`src/rtl/mfc_pkg.sv`:
```
// Shared types for the multiframe clock and link-start sequencer.
// Assumes: the character codes are consumed as listed by a downstream encoder.
package mfc_pkg;
    typedef enum logic [2:0] {
        CH_K = 3'd0,
        CH_R = 3'd1,
        CH_Q = 3'd2,
        CH_A = 3'd3,
        CH_F = 3'd4,
        CH_D = 3'd5
    } char_e;

    typedef enum logic [1:0] {
        LS_CGS  = 2'd0,
        LS_ILAS = 2'd1,
        LS_DATA = 2'd2
    } lstate_e;

    typedef enum logic [1:0] {
        SQ_CGS  = 2'd0,
        SQ_PEND = 2'd1,
        SQ_ILAS = 2'd2,
        SQ_DATA = 2'd3
    } seq_e;
endpackage

```
`src/rtl/mfc_sync.sv`:
```
// Two-flop synchroniser for a vector of independent asynchronous bits.
// Assumes: each bit is a slow level or a pulse wider than one clock cycle.
module mfc_sync #(
    parameter int W = 2
) (
    input  logic         clk,
    input  logic         rst_n,
    input  logic [W-1:0] d,
    output logic [W-1:0] q
);
    logic [W-1:0] meta;

    // Two register stages per bit, both cleared by reset.
    always_ff @(posedge clk) begin
        if (!rst_n) begin
            meta <= '0;
            q    <= '0;
        end else begin
            meta <= d;
            q    <= meta;
        end
    end
endmodule

```
`src/rtl/mfc_lmfc_ctr.sv`:
```
// Free-running multiframe phase counter with offset realignment.
// What it does: detects a rising edge of the synchronised reference, waits
// SR_DLY cycles in total, then loads the held offset. It also gives a one-shot arm.
// Assumes: the offset is below MF_LEN, and SR_DLY >= 2.
module mfc_lmfc_ctr #(
    parameter int MF_LEN = 8,
    parameter int SR_DLY = 2,
    localparam int CW = $clog2(MF_LEN)
) (
    input  logic          clk,
    input  logic          rst_n,
    input  logic          sysref_s,
    input  logic          rearm,
    input  logic          ofs_wr_en,
    input  logic [CW-1:0] ofs_val,
    output logic [CW-1:0] cnt,
    output logic          strobe,
    output logic          wrap_next,
    output logic          realign,
    output logic [CW-1:0] ofs_q
);
    localparam logic [CW-1:0] LAST = CW'(MF_LEN - 1);

    logic                sr_d;
    logic                armed;
    logic                edge_ok;
    logic [SR_DLY-1:1]   dly;
    logic [CW-1:0]       cnt_next;

    assign edge_ok = sysref_s & ~sr_d & armed;
    assign realign = dly[SR_DLY-1];

    // Edge history, one-shot arm, and the first delay stage.
    always_ff @(posedge clk) begin
        if (!rst_n) begin
            sr_d   <= 1'b0;
            armed  <= 1'b1;
            dly[1] <= 1'b0;
        end else begin
            sr_d   <= sysref_s;
            dly[1] <= edge_ok;
            if (edge_ok)    armed <= 1'b0;
            else if (rearm) armed <= 1'b1;
        end
    end

    // Further delay stages when the realignment latency exceeds two.
    for (genvar i = 2; i < SR_DLY; i++) begin : g_dly
        always_ff @(posedge clk) begin
            if (!rst_n) dly[i] <= 1'b0;
            else        dly[i] <= dly[i-1];
        end
    end

    // Next phase: the offset on realignment, otherwise a modulo increment.
    always_comb begin
        if (realign)         cnt_next = ofs_q;
        else if (cnt == LAST) cnt_next = '0;
        else                 cnt_next = cnt + CW'(1);
    end

    assign wrap_next = (cnt_next == '0);
    assign strobe    = (cnt == '0);

    // Phase register and offset register.
    always_ff @(posedge clk) begin
        if (!rst_n) begin
            cnt   <= '0;
            ofs_q <= '0;
        end else begin
            cnt <= cnt_next;
            if (ofs_wr_en) ofs_q <= ofs_val;
        end
    end
endmodule

```
`src/rtl/mfc_ilas_seq.sv`:
```
// Link-start sequencer: comma -> wait for boundary -> alignment preamble -> data.
// Assumes: sync_s is already synchronised, and wrap_next is 1 when the phase
// counter reads 0 in the next cycle. MF_LEN >= 3, ILAS_MFS >= 2.
module mfc_ilas_seq #(
    parameter int MF_LEN   = 8,
    parameter int ILAS_MFS = 4,
    parameter int FILL_W   = 8
) (
    input  logic              clk,
    input  logic              rst_n,
    input  logic              sync_s,
    input  logic              wrap_next,
    output logic [1:0]        link_state,
    output logic [2:0]        char_type,
    output logic [FILL_W-1:0] fill_byte
);
    import mfc_pkg::*;

    localparam int PW = $clog2(MF_LEN);
    localparam int MW = $clog2(ILAS_MFS);
    localparam logic [PW-1:0] LASTP = PW'(MF_LEN - 1);
    localparam logic [MW-1:0] LASTM = MW'(ILAS_MFS - 1);

    seq_e              sq, sq_n;
    char_e             ch;
    logic              sync_d;
    logic              rel_edge;
    logic [PW-1:0]     pos;
    logic [MW-1:0]     mf;
    logic [FILL_W-1:0] fcnt;

    assign rel_edge = sync_s & ~sync_d;

    // Next state: a request drop always wins, else walk the start-up order.
    always_comb begin
        sq_n = sq;
        if (!sync_s) begin
            sq_n = SQ_CGS;
        end else begin
            case (sq)
                SQ_CGS:  if (rel_edge)  sq_n = wrap_next ? SQ_ILAS : SQ_PEND;
                SQ_PEND: if (wrap_next) sq_n = SQ_ILAS;
                SQ_ILAS: if (pos == LASTP && mf == LASTM) sq_n = SQ_DATA;
                default: sq_n = sq;
            endcase
        end
    end

    // Character choice from the state and the position inside the preamble.
    always_comb begin
        case (sq)
            SQ_ILAS: begin
                if (pos == '0)                           ch = CH_R;
                else if (pos == LASTP)                   ch = CH_A;
                else if (mf == MW'(1) && pos == PW'(1))  ch = CH_Q;
                else                                     ch = CH_F;
            end
            SQ_DATA: ch = CH_D;
            default: ch = CH_K;
        endcase
    end

    // State, preamble position, multiframe index and filler counter.
    always_ff @(posedge clk) begin
        if (!rst_n) begin
            sq     <= SQ_CGS;
            sync_d <= 1'b0;
            pos    <= '0;
            mf     <= '0;
            fcnt   <= '0;
        end else begin
            sq     <= sq_n;
            sync_d <= sync_s;
            if (sq != SQ_ILAS) begin
                pos  <= '0;
                mf   <= '0;
                fcnt <= '0;
            end else begin
                pos <= (pos == LASTP) ? '0 : pos + PW'(1);
                if (pos == LASTP) mf   <= mf + MW'(1);
                if (ch == CH_F)   fcnt <= fcnt + FILL_W'(1);
            end
        end
    end

    // Reported state folds the boundary wait into the comma state.
    always_comb begin
        case (sq)
            SQ_ILAS: link_state = LS_ILAS;
            SQ_DATA: link_state = LS_DATA;
            default: link_state = LS_CGS;
        endcase
    end

    assign char_type = ch;
    assign fill_byte = (ch == CH_F) ? fcnt : '0;
endmodule

```
`src/rtl/mfc_link_start.sv`:
```
// Top: synchronises the reference and the request, runs the phase counter
// and the link-start sequencer, and gates offset writes to the comma state.
// Assumes: a single link clock domain; the two inputs are asynchronous.
module mfc_link_start #(
    parameter int MF_LEN   = 8,
    parameter int ILAS_MFS = 4,
    parameter int SR_DLY   = 2,
    parameter int FILL_W   = 8,
    localparam int CW = $clog2(MF_LEN)
) (
    input  logic              clk,
    input  logic              rst_n,
    input  logic              sysref_in,
    input  logic              sync_n_in,
    input  logic              rearm,
    input  logic              ofs_wr,
    input  logic [CW-1:0]     ofs_val,
    output logic [CW-1:0]     lmfc_count,
    output logic              lmfc_strobe,
    output logic [1:0]        link_state,
    output logic [2:0]        char_type,
    output logic [FILL_W-1:0] fill_byte
);
    import mfc_pkg::*;

    logic [1:0]    sq_in;
    logic          sysref_s;
    logic          sync_s;
    logic          wrap_next;
    logic          realign;
    logic [CW-1:0] ofs_q;
    logic          ofs_wr_en;

    mfc_sync #(.W(2)) u_sync (
        .clk   (clk),
        .rst_n (rst_n),
        .d     ({sync_n_in, sysref_in}),
        .q     (sq_in)
    );

    assign sysref_s  = sq_in[0];
    assign sync_s    = sq_in[1];
    assign ofs_wr_en = ofs_wr & (link_state == LS_CGS);

    mfc_lmfc_ctr #(.MF_LEN(MF_LEN), .SR_DLY(SR_DLY)) u_ctr (
        .clk       (clk),
        .rst_n     (rst_n),
        .sysref_s  (sysref_s),
        .rearm     (rearm),
        .ofs_wr_en (ofs_wr_en),
        .ofs_val   (ofs_val),
        .cnt       (lmfc_count),
        .strobe    (lmfc_strobe),
        .wrap_next (wrap_next),
        .realign   (realign),
        .ofs_q     (ofs_q)
    );

    mfc_ilas_seq #(.MF_LEN(MF_LEN), .ILAS_MFS(ILAS_MFS), .FILL_W(FILL_W)) u_seq (
        .clk        (clk),
        .rst_n      (rst_n),
        .sync_s     (sync_s),
        .wrap_next  (wrap_next),
        .link_state (link_state),
        .char_type  (char_type),
        .fill_byte  (fill_byte)
    );
endmodule

```
`config.mk`:
```
export PLATFORM = sky130hd
export DESIGN_NAME = mfc_link_start
export DESIGN_NICKNAME = d
export VERILOG_FILES = /design/src/rtl/mfc_pkg.sv /design/src/rtl/mfc_sync.sv /design/src/rtl/mfc_lmfc_ctr.sv /design/src/rtl/mfc_ilas_seq.sv /design/src/rtl/mfc_link_start.sv
export SDC_FILE = /design/constraint.sdc
export NUM_CORES = 1
export LEC_CHECK = 0
export BUFFER_PORTS_ARGS = -buffer_cell sky130_fd_sc_hd__buf_2
export CAP_MARGIN = 10
export CORE_MARGIN = 2
export CORE_UTILIZATION = 35
export CTS_BUF_LIST = sky130_fd_sc_hd__clkbuf_4
export CTS_CLUSTER_DIAMETER = 40
export CTS_CLUSTER_SIZE = 25
export DETAILED_ROUTE_END_ITERATION = 10
export GPL_TIMING_DRIVEN = 0
export SKIP_CTS_REPAIR_TIMING = 1
export SLEW_MARGIN = 5
export SYNTH_ARGS = -nofsm -noshare
export SYNTH_HDL_FRONTEND = slang
export SYNTH_SLANG_ARGS = --single-unit
export TNS_END_PERCENT = 1
```
`constraint.sdc`:
```
create_clock -name clk -period 2.6 [get_ports clk]
set_clock_uncertainty 0.15 [all_clocks]
set_input_delay 0.39 -clock clk [delete_from_list [all_inputs] [get_ports clk]]
set_output_delay 0.39 -clock clk [all_outputs]
set_load 0.005 [all_outputs]
```
==> results of run 1 <==
[power by group through the flow]
stage	registers [mW]	logic (mW)	clock network [mW]
6_report	0.463	0.0552	0.365
5_1_grt	0.465	0.0637	0.400
4_1_cts	0.464	0.0563	0.385
3_5_place_dp	0.474	0.0561	0
3_3_place_gp	0.474	0.0558	0
2_1_floorplan	0.473	0.0348	0
[cell usage in the layout (no fill, tap or decap), types with 3 or more instances in the layout]
cell type and count:
sky130_fd_sc_hd__ha_1 11, sky130_fd_sc_hd__o31ai_1 5, sky130_fd_sc_hd__nor3b_1 5, sky130_fd_sc_hd__buf_2 23, sky130_fd_sc_hd__a21oi_1 8, sky130_fd_sc_hd__dfxtp_1 26, sky130_fd_sc_hd__nand2_1 8, sky130_fd_sc_hd__o21ai_0 3
sky130_fd_sc_hd__and2_1 12, sky130_fd_sc_hd__inv_1 12, sky130_fd_sc_hd__mux2i_1 7, sky130_fd_sc_hd__buf_6 4, sky130_fd_sc_hd__clkbuf_4 6, sky130_fd_sc_hd__nor2b_1 6, sky130_fd_sc_hd__or4_1 5, sky130_fd_sc_hd__ha_4 4
sky130_fd_sc_hd__buf_4 15, sky130_fd_sc_hd__nor2_1 4
[metrics by stage]
| step | utilization | instances | hold WS (ns) | worst slack (ns) |
|---|---|---|---|---|
| after floorplan | - | 156 | 0.2619 | 0.3637 |
| after global placement | 0.4029 | 233 | 0.2657 | 0.06860 |
| after detailed placement | 0.4029 | 233 | 0.2728 | 0.03515 |
| after CTS | 0.4214 | 241 | 0.08784 | -0.3430 |
| after global routing | 0.4686 | 256 | 0.09654 | -0.04898 |
| final | 0.4686 | 256 | 0.1068 | 0.04878 |
[per-layer routing]
layer	routed length [um]	up-vias	track usage	part of all wire
li1	-	647	-	-
met1	1449	585	0.1667	0.48
met2	1349	28	0.1746	0.45
met3	153	6	0.04906	0.051
met4	53	0	0.05128	0.018
met5	0	-	0	0
[final cells by class]
| class | instances | area, sq um |
|---|---|---|
| Clock buffer | 6 | 45.04 |
| Clock inverter | 2 | 33.78 |
| Multi-Input combinational cell | 111 | 930.9 |
| Fill cell | 416 | 2266 |
| Inverter | 12 | 45.04 |
| Buffer | 4 | 41.29 |
| Sequential cell | 29 | 586.8 |
| Timing Repair Buffer | 40 | 250.2 |
| Tap cell | 52 | 65.06 |
[kinds of logic after synthesis]
group | Yosys count | share of synthesized area
mux | 7 | 0.04587
buf+inv | 16 | 0.05405
compound gates | 27 | 0.1270
fa+ha+maj | 15 | 0.1229
flops | 29 | 0.3800
xor+xnor | 1 | 0.005734
simple gates | 61 | 0.2646
[final timing paths]
kind                    end  slack [ns]  depth (start not counted)
min reg2reg     u_sync.q[0]        0.28                          1
max            fill_byte[4]        0.05                          8
max reg2reg   u_seq.fcnt[1]        0.26                         10
min          u_sync.meta[1]        0.11                          2
[state kept, by name (all words and copies together), names as in the netlist]
| register | cells |
|---|---|
| u_ctr.armed | 1 |
| u_ctr.cnt | 3 |
| u_ctr.ofs_q | 3 |
| u_ctr.realign | 1 |
| u_ctr.sr_d | 1 |
| u_seq.fcnt | 8 |
| u_seq.mf | 2 |
| u_seq.pos | 3 |
| u_seq.sq | 2 |
| u_seq.sync_d | 1 |
| u_sync.meta | 2 |
| u_sync.q | 2 |
==> out/summary.md, run 1 <==
The number of buffers and inverters on the critical path is 2. The overall fraction of global-route tracks in use came out at 0.1236. Detailed placement ended at an HPWL of 1.998 mm. For this run, the detailed router's first-pass iteration total came to 4. The run gives 0 as the post-route DRC violation count. The final clock period utilization by the worst path works out to 0.9812. Setup repair after global routing could not meet its margin everywhere. The net count after synthesis came out at 180.

The cell count after synthesis came out at 156. The startpoint identified for the worst register-to-register timing path is u_seq.pos[0]. Synthesis inferred 29 register bits. Yosys attributes the largest share of cell area to sky130_fd_sc_hd__dfxtp_1 (38%), sky130_fd_sc_hd__ha_1 (12%), sky130_fd_sc_hd__and2_1 (5.7%). With fillers left out, the area of the finished cells amounts to 0.001998 sq mm.

The number of distinct standard cells referenced by the synthesized netlist was 39. The final-report hold violation count came out at 0. The run gives 2 as the level count of the clock H-tree.

The floorplan has 24 rows. The cell sitting at the root of the clock tree is a sky130_fd_sc_hd__clkbuf_4. The average via count per standard cell is 4.945. The tools report the total power of the final layout as 0.8831 mW. The area growth from synthesis to layout came out at 30.79%. Most used cell along the critical path: sky130_fd_sc_hd__ha_4. The critical path is of the reg2out type. The clock passes through at most 2 buffers. Yosys instantiated no cell more often than sky130_fd_sc_hd__dfxtp_1. For this block, the initial DRC count from the detailed router was 90. Data on the critical path is required at its endpoint by 2.06 ns. The die covers 0.004909 sq mm. The tree built by TritonCTS fans out to 29 sinks.

The number of global-route vias before repair is 1015, and the net switching power of the design is 0.1877 mW. Fraction of synthesis flops using an asynchronous set or reset pin: 0. The fraction of final layout cells sized beyond drive strength 1 works out to 0.3382. The critical path starts at u_seq.pos[0]. For the placed instance area, the log shows 0.001718 sq mm.

In this run the worst hold path is classified as in2reg. Total power density per cell area: 442.0 mW/mm^2. Summed over all cells, the static leakage comes to 0.8721 nW. For this run, the top clock speed supported by timing is 0.3920 GHz.

The congestion estimate from routability-driven global placement came to 0.7516. The largest single stage delay on the critical path is 0.37 ns. The worst setup path is captured at a primary output.

The number of antenna violations at the first check in global routing is 0, and the combinational power share is 0.062. Yosys printed 0 warnings. The post-route setup TNS was 0 ns. For this block, the via count after detailed routing is 1266. Clock-pin slew was measured on the worst setup and hold paths at 0.09 ns.

The logs give 0 for the number of max-slew violations in the final report and 0.3800 for the register area share after synthesis. The run gives 0 as the antenna violation net count after detailed routing. Data on the critical path arrives at its endpoint at 2.01 ns. Number of max-capacitance violations reported: 0. The worst setup path is launched from a flip-flop.

Pin placement for this block handled 26 I/O pins. Cell internal power was estimated by the tool at 0.6954 mW. After detailed routing, the average wire length per cell comes to 11.74 um. Count of buffers inserted at the top-level ports: 25. For the worst-skew pair later-pin latency, the log shows 0.33 ns. At the pin with the least slew margin, the transition time is 0.5984 ns. From bottom edge to top edge, the die measures 70.07 um. The critical path goes through ha_4 -> ha_4 -> and2b_4 -> nand4_4 -> buf_8 -> nor2_4 -> and2_4 -> buf_6. After synthesis the cells add up to 0.001528 sq mm. The flow ran to the end, and the final reports show no timing, DRC or antenna violations. The fraction of synthesized cell area taken by the top area cell type is 0.3800. The net count reported at finish was 227. The die is 70.07 um wide. In this run, synthesis inferred 0 flip-flops with an integrated enable. After synthesis, the most frequently instantiated cells are sky130_fd_sc_hd__dfxtp_1 (29), sky130_fd_sc_hd__ha_1 (15), sky130_fd_sc_hd__and2_1 (14), sky130_fd_sc_hd__inv_1 (12), sky130_fd_sc_hd__a21oi_1 (9). For the part of the total power dissipated in the clock network, the log shows 0.414. TritonCTS built the clock tree.

Entering global routing, the biggest net connects 11 pins. Broken down by cell family, the worst path's largest delay share belongs to simple AND/OR/NAND/NOR gates. The portion of total power attributed to sequential cells was 0.524; the number of buffers inserted during clock tree synthesis was 5.

For this run, the leading register cell type out of synthesis is sky130_fd_sc_hd__dfxtp_1. For the initial standard-cell utilization of the core, the log shows 0.3583. The maximum fanout encountered on the critical timing path is 8.

The cell taking the most area after synthesis is sky130_fd_sc_hd__dfxtp_1. The average instance in the mapped netlist occupies 9.793 sq um. The region available for standard cell placement spans 0.004264 sq mm.

The first global-routing pass estimated 4.802 mm of wire. The repair_antennas step left the layout with diodes totalling 0. The switching share of power is 0.2126, and the clock period minus worst slack is 2.551 ns. The worst-case headroom to the max-slew limit is 0.6002. The overflow left after global routing came out at 0.

In this run the most critical hold path is launched from sync_n_in. The routed design has 3.006 mm of wire. The cell at the slowest stage of the critical path was sky130_fd_sc_hd__dfxtp_4. IR analysis of the VDD net gives a maximum drop of 0.2160 mV. Setup violations remaining at the end of the flow were counted as 0.
(Power assumes the default switching activity.)
==> run 2: changes to the inputs <==
PLACE_DENSITY = 0.53   (was unset)
==> run 2 against run 1 <==
Net effect:
- setup slack improved by 0.054 ns
- sequential share of layout area increased by 2.2 points
- clock power decreased by 32%
- flip-flop and latch count unchanged
- largest cell class unchanged
- routed wire length increased by 3.6%
- count of clock-buffer cells in the layout decreased by 1
==> out/summary.md, run 2 (synthesis gave the netlist of run 1 again) <==
The tools report the startpoint of the most critical register-to-register path as u_seq.pos[0] (unchanged). For the overflow left after global routing, the log shows 0 (unchanged). The number of failing setup endpoints in the final timing report was 0 (unchanged); the final routed wire length divided by cell count was 12.61 um (was 11.74 um). The register ranked first by flip-flop count is u_seq.fcnt (unchanged). Leading cell types in the layout, fill and taps excluded: sky130_fd_sc_hd__dfxtp_1 (27), sky130_fd_sc_hd__buf_2 (25), sky130_fd_sc_hd__and2_1 (14) (was sky130_fd_sc_hd__dfxtp_1 (26), sky130_fd_sc_hd__buf_2 (23), sky130_fd_sc_hd__buf_4 (15)). The total power density per cell area was 414.4 mW/mm^2 (was 442.0 mW/mm^2).

Number of flip-flops under the largest register name: 8 (unchanged). Commonest non-fill, non-tap cell in the layout: sky130_fd_sc_hd__dfxtp_1 (unchanged). The startpoint of the tightest hold check path was sysref_in (was sync_n_in). The height of the die was 70.07 um (unchanged). The cell depth of the worst hold path is 2 (unchanged), and the final instance area is 0.001856 sq mm (was 0.001998 sq mm). The register clock-pin slew on the reported worst setup and hold paths works out to 0.10 ns (was 0.09 ns). The utilization of the core after routing was 0.4352 (was 0.4686); the core box area was 0.004264 sq mm (unchanged). The run finished with clean final reports. The wire length after detailed routing was 3.114 mm (was 3.006 mm); the row count was 24 (unchanged). The number of antenna violations at the first check in global routing was 0 (unchanged).

The count of buffers inserted at the top-level ports came out at 25 (unchanged). The number of violations reported at the end of detailed-routing iteration 0 was 46 (was 90). The number of detailed-routing iterations run before antenna repair was 4 (unchanged); the data arrival time at the worst-slack endpoint was 1.96 ns (was 2.01 ns). The number of primary I/O pins was 26 (unchanged). The logs give 0.325 (was 0.414) for the part of the total power dissipated in the clock network and 0.4004 GHz (was 0.3920 GHz) for the highest attainable clock frequency.

The fraction of final layout cells sized beyond drive strength 1 was 0.2821 (was 0.3382); the total placed cells including tap cells was 233 (unchanged). The logs give 0.004909 sq mm (unchanged) for the die area and 1208 (was 1266) for the total via count in the routed design. The endpoint required time on the critical path was 2.06 ns (about the same); the internal power summed over all cells was 0.5825 mW (was 0.6954 mW). Multi-input combinational cell area: 902.1 sq um (was 930.9 sq um). The endpoint of the worst hold-timing path was u_sync.meta[0] (was u_sync.meta[1]).

Transition time of the tightest slew-check pin: 0.6128 ns (was 0.5984 ns). The number of max-capacitance violations reported is 0 (unchanged). Average via count per standard cell: 4.891 (was 4.945). Worst-case headroom to the max-slew limit: 0.5906 (was 0.6002). The worst flop-to-flop path endpoint is u_seq.fcnt[3] (was u_seq.fcnt[1]).

The worst setup slack for register-to-register paths came out at 0.52 ns (was 0.26 ns). The logic depth of the worst register-to-register path was 7 (was 10); the sequential cell area was 585.6 sq um (was 586.8 sq um). The tools report the combinational power share as 0.073 (was 0.062). The type of destination of the critical path was a primary output (unchanged). The kind of critical path was reg2out (unchanged). The area growth from synthesis to layout came out at 21.46% (was 30.79%).

The tools report the number of antenna repair diodes as 0 (unchanged). The cell at the root of the clock tree is sky130_fd_sc_hd__clkbuf_4 (unchanged). The net count reported at finish was 218 (was 227); the global-route wire length before repair was 5.119 mm (was 4.802 mm). The worst-skew pair later-pin latency came out at 0.31 ns (was 0.33 ns).

The final clock period utilization by the worst path was 0.9605 (was 0.9812). The tools report the post-route setup TNS as 0 ns (unchanged). The switching share of power was 0.2425 (was 0.2126); the net switching power of the design was 0.1865 mW (was 0.1877 mW). Class of the tightest hold or removal check: in2reg (unchanged).

The run gives 0.1307 (was 0.1236) as the overall fraction of global-route tracks in use. The worst hold slack after final layout was 0.1313 ns (was 0.1068 ns); the final-layout fill cell count was 429 (was 416). The tools report the smallest setup slack after layout as 0.1027 ns (was 0.04878 ns). The logs give 0.602 (was 0.524) for the portion of total power attributed to sequential cells and 2 (unchanged) for the maximum clock insertion buffer count. Clock period minus worst slack: 2.497 ns (was 2.551 ns).

The first element of the critical path was u_seq.pos[0] (unchanged). The run gives 0 (unchanged) as the post-route DRC violation count. The final weighted congestion in routability-driven placement is 0.7603 (was 0.7516), and the antenna violation net count after detailed routing is 0 (unchanged). The largest net degree at the start of global routing came out at 11 (unchanged). TritonCTS built the clock tree. The critical path launch point type is a flip-flop (unchanged).

The maximum fanout encountered on the critical timing path came out at 8 (unchanged). The number of global-route vias before repair was 1151 (was 1015). The placed instance area was 0.001718 sq mm (unchanged).

The die width is 70.07 um (unchanged), and the sum of net half-perimeters after detailed placement is 2.296 mm (was 1.998 mm). The leakage power total is 0.8060 nW (was 0.8721 nW). The tools report the total power of the final layout as 0.7690 mW (was 0.8831 mW).

For the TritonCTS sink count, the log shows 29 (unchanged). The peak supply drop is 0.2388 mV (was 0.2160 mV), and the final cell count without fillers is 247 (was 256). For the worst-case setup slack after placement, the log shows -0.03100 ns (was 0.03515 ns). The tools report the number of max-slew violations in the final report as 0 (unchanged).

For the initial standard-cell utilization of the core, the log shows 0.3583 (unchanged). The logs give 0 (unchanged) for the final-report hold violation count and 2 (unchanged) for the level count of the clock H-tree. The number of buffers inserted during clock tree synthesis was 5 (unchanged).
[run 2: cell types whose count changed in the layout (fill, tap and decap cells not counted), moves of 2 or more]
cell	delta
sky130_fd_sc_hd__ha_4	-2
sky130_fd_sc_hd__and2_1	+2
sky130_fd_sc_hd__ha_2	+2
sky130_fd_sc_hd__buf_2	+2
sky130_fd_sc_hd__and2_4	-2
sky130_fd_sc_hd__buf_4	-9
[run 2: worst max path at each step]
stage	end	slack (ns)
3_5_place_dp	fill_byte[0]	-0.03
3_3_place_gp	fill_byte[6]	0.07
2_1_floorplan	fill_byte[0]	0.36
6_report	fill_byte[0]	0.10
4_1_cts	fill_byte[0]	-0.40
5_1_grt	fill_byte[0]	-0.009
[run 2: cell type report]
type,count,area share
Clock inverter,3,0.006743
Clock buffer,5,0.02023
Sequential cell,29,0.3156
Multi-Input combinational cell,111,0.4862
Inverter,12,0.02428
Timing Repair Buffer,31,0.09171
Buffer,4,0.02023
Tap cell,52,0.03506
[run 2: routing by layer]
metal  wire length [um]  global-route usage  up-vias
li1                   -                   -      623
met1               1492              0.1611      560
met2               1484              0.2106       23
met3                114             0.03896        2
met4                 23             0.05769        0
met5                  0                   0        -
[run 2: power by group through the flow]
stage	Sequential [mW]	Combinational (mW)	Clock (mW)
finish	0.463	0.0563	0.250
global route	0.465	0.0649	0.280
global placement	0.473	0.0555	0
CTS	0.464	0.0573	0.260
floorplan	0.473	0.0348	0
detailed placement	0.475	0.0570	0
[run 2: critical path, stage by stage (launching register included)]
cell and delay, ns:
sky130_fd_sc_hd__dfxtp_4 0.37, sky130_fd_sc_hd__ha_4 0.18, sky130_fd_sc_hd__ha_4 0.18, sky130_fd_sc_hd__and2b_4 0.26
sky130_fd_sc_hd__nand4_4 0.08, sky130_fd_sc_hd__buf_6 0.15, sky130_fd_sc_hd__nor2_4 0.15, sky130_fd_sc_hd__and2_1 0.15
sky130_fd_sc_hd__buf_2 0.11
==> run 3: changes to the inputs <==
GPL_TIMING_DRIVEN = unset   (was 0)
MAX_ROUTING_LAYER = met4   (was unset)
==> run 3 against run 2 <==
Net effect:
- combinational power decreased by 3%
- global-route usage decreased by 0.40 points
- routed wire length decreased by 8.8%
- cell area decreased by 3.6%
- cell count decreased by 3.2%
- clock power increased by 44%
- count of clock-buffer cells in the layout unchanged
- flip-flop and latch count unchanged
- utilization decreased by 1.6 points
- die area unchanged
- critical endpoint is now fill_byte[6]
==> out/summary.md, run 3 (synthesis gave the netlist of run 1 again) <==
For the number of violations reported at the end of detailed-routing iteration 0, the log shows 41 (was 46). The number of flip-flops under the largest register name was 8 (unchanged); the total via count in the routed design was 1196 (was 1208). Register ranked first by flip-flop count: u_seq.fcnt (unchanged).

The level count of the clock H-tree was 2 (unchanged). The total power density per cell area was 491.5 mW/mm^2 (was 414.4 mW/mm^2); the worst-skew pair later-pin latency was 0.32 ns (was 0.31 ns). TritonCTS built the clock tree. The class of the tightest hold or removal check was in2reg (unchanged). The number of max-capacitance violations reported was 0 (unchanged).

Leading cell types in the layout, fill and taps excluded: sky130_fd_sc_hd__dfxtp_1 (28), sky130_fd_sc_hd__buf_2 (25), sky130_fd_sc_hd__and2_1 (14) (was sky130_fd_sc_hd__dfxtp_1 (27), sky130_fd_sc_hd__buf_2 (25), sky130_fd_sc_hd__and2_1 (14)). The leakage power total was 0.7799 nW (was 0.8060 nW). Cell-by-cell trace of the critical path: ha_2 -> ha_1 -> and2b_4 -> nand4_4 -> nor2_4 -> and2_1 -> buf_2 (was ha_4 -> ha_4 -> and2b_4 -> nand4_4 -> buf_6 -> nor2_4 -> and2_1 -> buf_2).

The logs give 0.2497 mV (was 0.2388 mV) for the peak supply drop and 0 (unchanged) for the final-report hold violation count. The register clock-pin slew on the reported worst setup and hold paths was 0.10 ns (about the same); the transition time of the tightest slew-check pin was 0.6606 ns (was 0.6128 ns). The number of failing setup endpoints in the final timing report is 0 (unchanged). The data arrival time at the worst-slack endpoint is 1.91 ns (was 1.96 ns).

The logic depth of the worst register-to-register path is 7 (unchanged). The kind of critical path was reg2out (unchanged). For the largest net degree at the start of global routing, the log shows 17 (was 11).

Clock period minus worst slack: 2.450 ns (was 2.497 ns). Setup repair after global routing left no endpoint under its margin. The tools report the number of antenna repair diodes as 0 (unchanged).

Startpoint of the most critical register-to-register path: u_seq.pos[0] (unchanged). Cell at the slowest stage of the critical path: sky130_fd_sc_hd__dfxtp_2 (was sky130_fd_sc_hd__dfxtp_4). The height of the die came out at 70.07 um (unchanged). Worst flop-to-flop path endpoint: u_seq.fcnt[6] (was u_seq.fcnt[3]). Switching share of power: 0.2213 (was 0.2425). The endpoint required time on the critical path is 2.06 ns (about the same), and the maximum fanout encountered on the critical timing path is 8 (unchanged). The delay of the slowest cell on the worst path is 0.35 ns (was 0.37 ns). The number of max-slew violations in the final report was 0 (unchanged); the final-layout fill cell count was 459 (was 429). The logs give 0.528 (was 0.602) for the portion of total power attributed to sequential cells and 0.7097 (was 0.7603) for the final weighted congestion in routability-driven placement. The tools report the worst setup slack for register-to-register paths as 0.36 ns (was 0.52 ns). The part of the total power dissipated in the clock network is 0.410 (was 0.325).

The cell at the root of the clock tree was sky130_fd_sc_hd__clkbuf_4 (unchanged). The startpoint of the tightest hold check path is sysref_in (unchanged). The row count came out at 24 (unchanged). The number of detailed-routing iterations run before antenna repair came out at 4 (unchanged). The commonest non-fill, non-tap cell in the layout was sky130_fd_sc_hd__dfxtp_1 (unchanged). For the combinational power share, the log shows 0.062 (was 0.073). The cell depth of the worst hold path was 2 (unchanged); the final routed wire length divided by cell count was 11.89 um (was 12.61 um). The post-route setup TNS is 0 ns (unchanged).

The net switching power of the design was 0.1945 mW (was 0.1865 mW). The first element of the critical path is u_seq.pos[0] (unchanged). The sum of net half-perimeters after detailed placement is 2.197 mm (was 2.296 mm).

The run gives 2.841 mm (was 3.114 mm) as the wire length after detailed routing. Final clock period utilization by the worst path: 0.9424 (was 0.9605). The highest attainable clock frequency is 0.4081 GHz (was 0.4004 GHz), and the die width is 70.07 um (unchanged). For the worst-case headroom to the max-slew limit, the log shows 0.5587 (was 0.5906). The number of global-route vias before repair was 1112 (was 1151). The tools report the TritonCTS sink count as 29 (unchanged). The tools report the critical path launch point type as a flip-flop (unchanged). The global-route wire length before repair was 4.892 mm (was 5.119 mm). The tools report the maximum clock insertion buffer count as 2 (unchanged).

The type of destination of the critical path is a primary output (unchanged). Total power of the final layout: 0.8788 mW (was 0.7690 mW). The fraction of final layout cells sized beyond drive strength 1 is 0.2460 (was 0.2821), and the average via count per standard cell is 5.004 (was 4.891). The logs give 0.004264 sq mm (unchanged) for the core box area and 0.004909 sq mm (unchanged) for the die area. The run finished with clean final reports. For the net count reported at finish, the log shows 210 (was 218). The number of primary I/O pins is 26 (unchanged).

The number of buffers inserted during clock tree synthesis is 5 (unchanged), and the internal power summed over all cells is 0.6843 mW (was 0.5825 mW). For the post-route DRC violation count, the log shows 0 (unchanged). The antenna violation net count after detailed routing came out at 0 (unchanged). Count of buffers inserted at the top-level ports: 25 (unchanged). The capture point of the worst path is fill_byte[6] (was fill_byte[0]). The overall fraction of global-route tracks in use came out at 0.1267 (was 0.1307). The initial standard-cell utilization of the core was 0.3583 (unchanged). The number of antenna violations at the first check in global routing is 0 (unchanged), and the area growth from synthesis to layout is 17.03% (was 21.46%).

For the overflow left after global routing, the log shows 0 (unchanged).
-- run 3: cell type report --
type | count | area [sq um] | area share
repair buffers | 27 | 140.1 | 0.07838
flip-flops and latches | 29 | 581.8 | 0.3254
clock inverters | 3 | 41.29 | 0.02309
well taps | 52 | 65.06 | 0.03639
clock buffers | 5 | 37.54 | 0.02099
inverters | 12 | 45.04 | 0.02519
multi-input cells | 111 | 877.1 | 0.4906
-- run 3: worst min path at each step --
stage | endpoint | slack [ns]
global placement | u_sync.q[1] | 0.27
finish | u_sync.meta[0] | 0.13
global route | u_sync.meta[0] | 0.11
floorplan | u_sync.q[0] | 0.26
detailed placement | u_sync.q[1] | 0.27
CTS | u_sync.meta[1] | 0.11
-- run 3: critical path, delay by kind of cell, from the launching register on --
family / cells / cell delay [ns]
AND/OR/NAND/NOR: 4 / 0.69
adder cells (fa/ha/maj): 2 / 0.46
buffers and inverters: 1 / 0.10
flip-flops: 1 / 0.35
-- run 3: per-layer routing --
layer / share of wire / GRT usage
met1: 0.46 / 0.1499
met3: 0.049 / 0.04185
met2: 0.48 / 0.2053
met5: 0 / -
met4: 0.013 / 0.03846
-- run 3: stage by stage --
| step | hold slack (ns) | util | area (sq um) | instances | setup WS [ns] |
|---|---|---|---|---|---|
| 4_1_cts | 0.1120 | 0.4161 | 1774 | 239 | -0.1116 |
| 6_report | 0.1279 | 0.4193 | 1788 | 239 | 0.1497 |
| 2_1_floorplan | 0.2619 | - | 1528 | 156 | 0.3637 |
| 3_3_place_gp | 0.2681 | 0.3976 | 1695 | 231 | 0.3288 |
| 3_5_place_dp | 0.2688 | 0.3976 | 1695 | 231 | 0.2508 |
| 5_1_grt | 0.1149 | 0.4193 | 1788 | 239 | 0.009596 |
-- run 3: power groups by stage --
stage                     registers, mW  logic [mW]  clock network [mW]
after CTS                         0.464      0.0560               0.375
final                             0.464      0.0544               0.360
after floorplan                   0.473      0.0348                   0
after global routing              0.466      0.0635               0.396
after global placement            0.474      0.0540                   0
after detailed placement          0.475      0.0558                   0
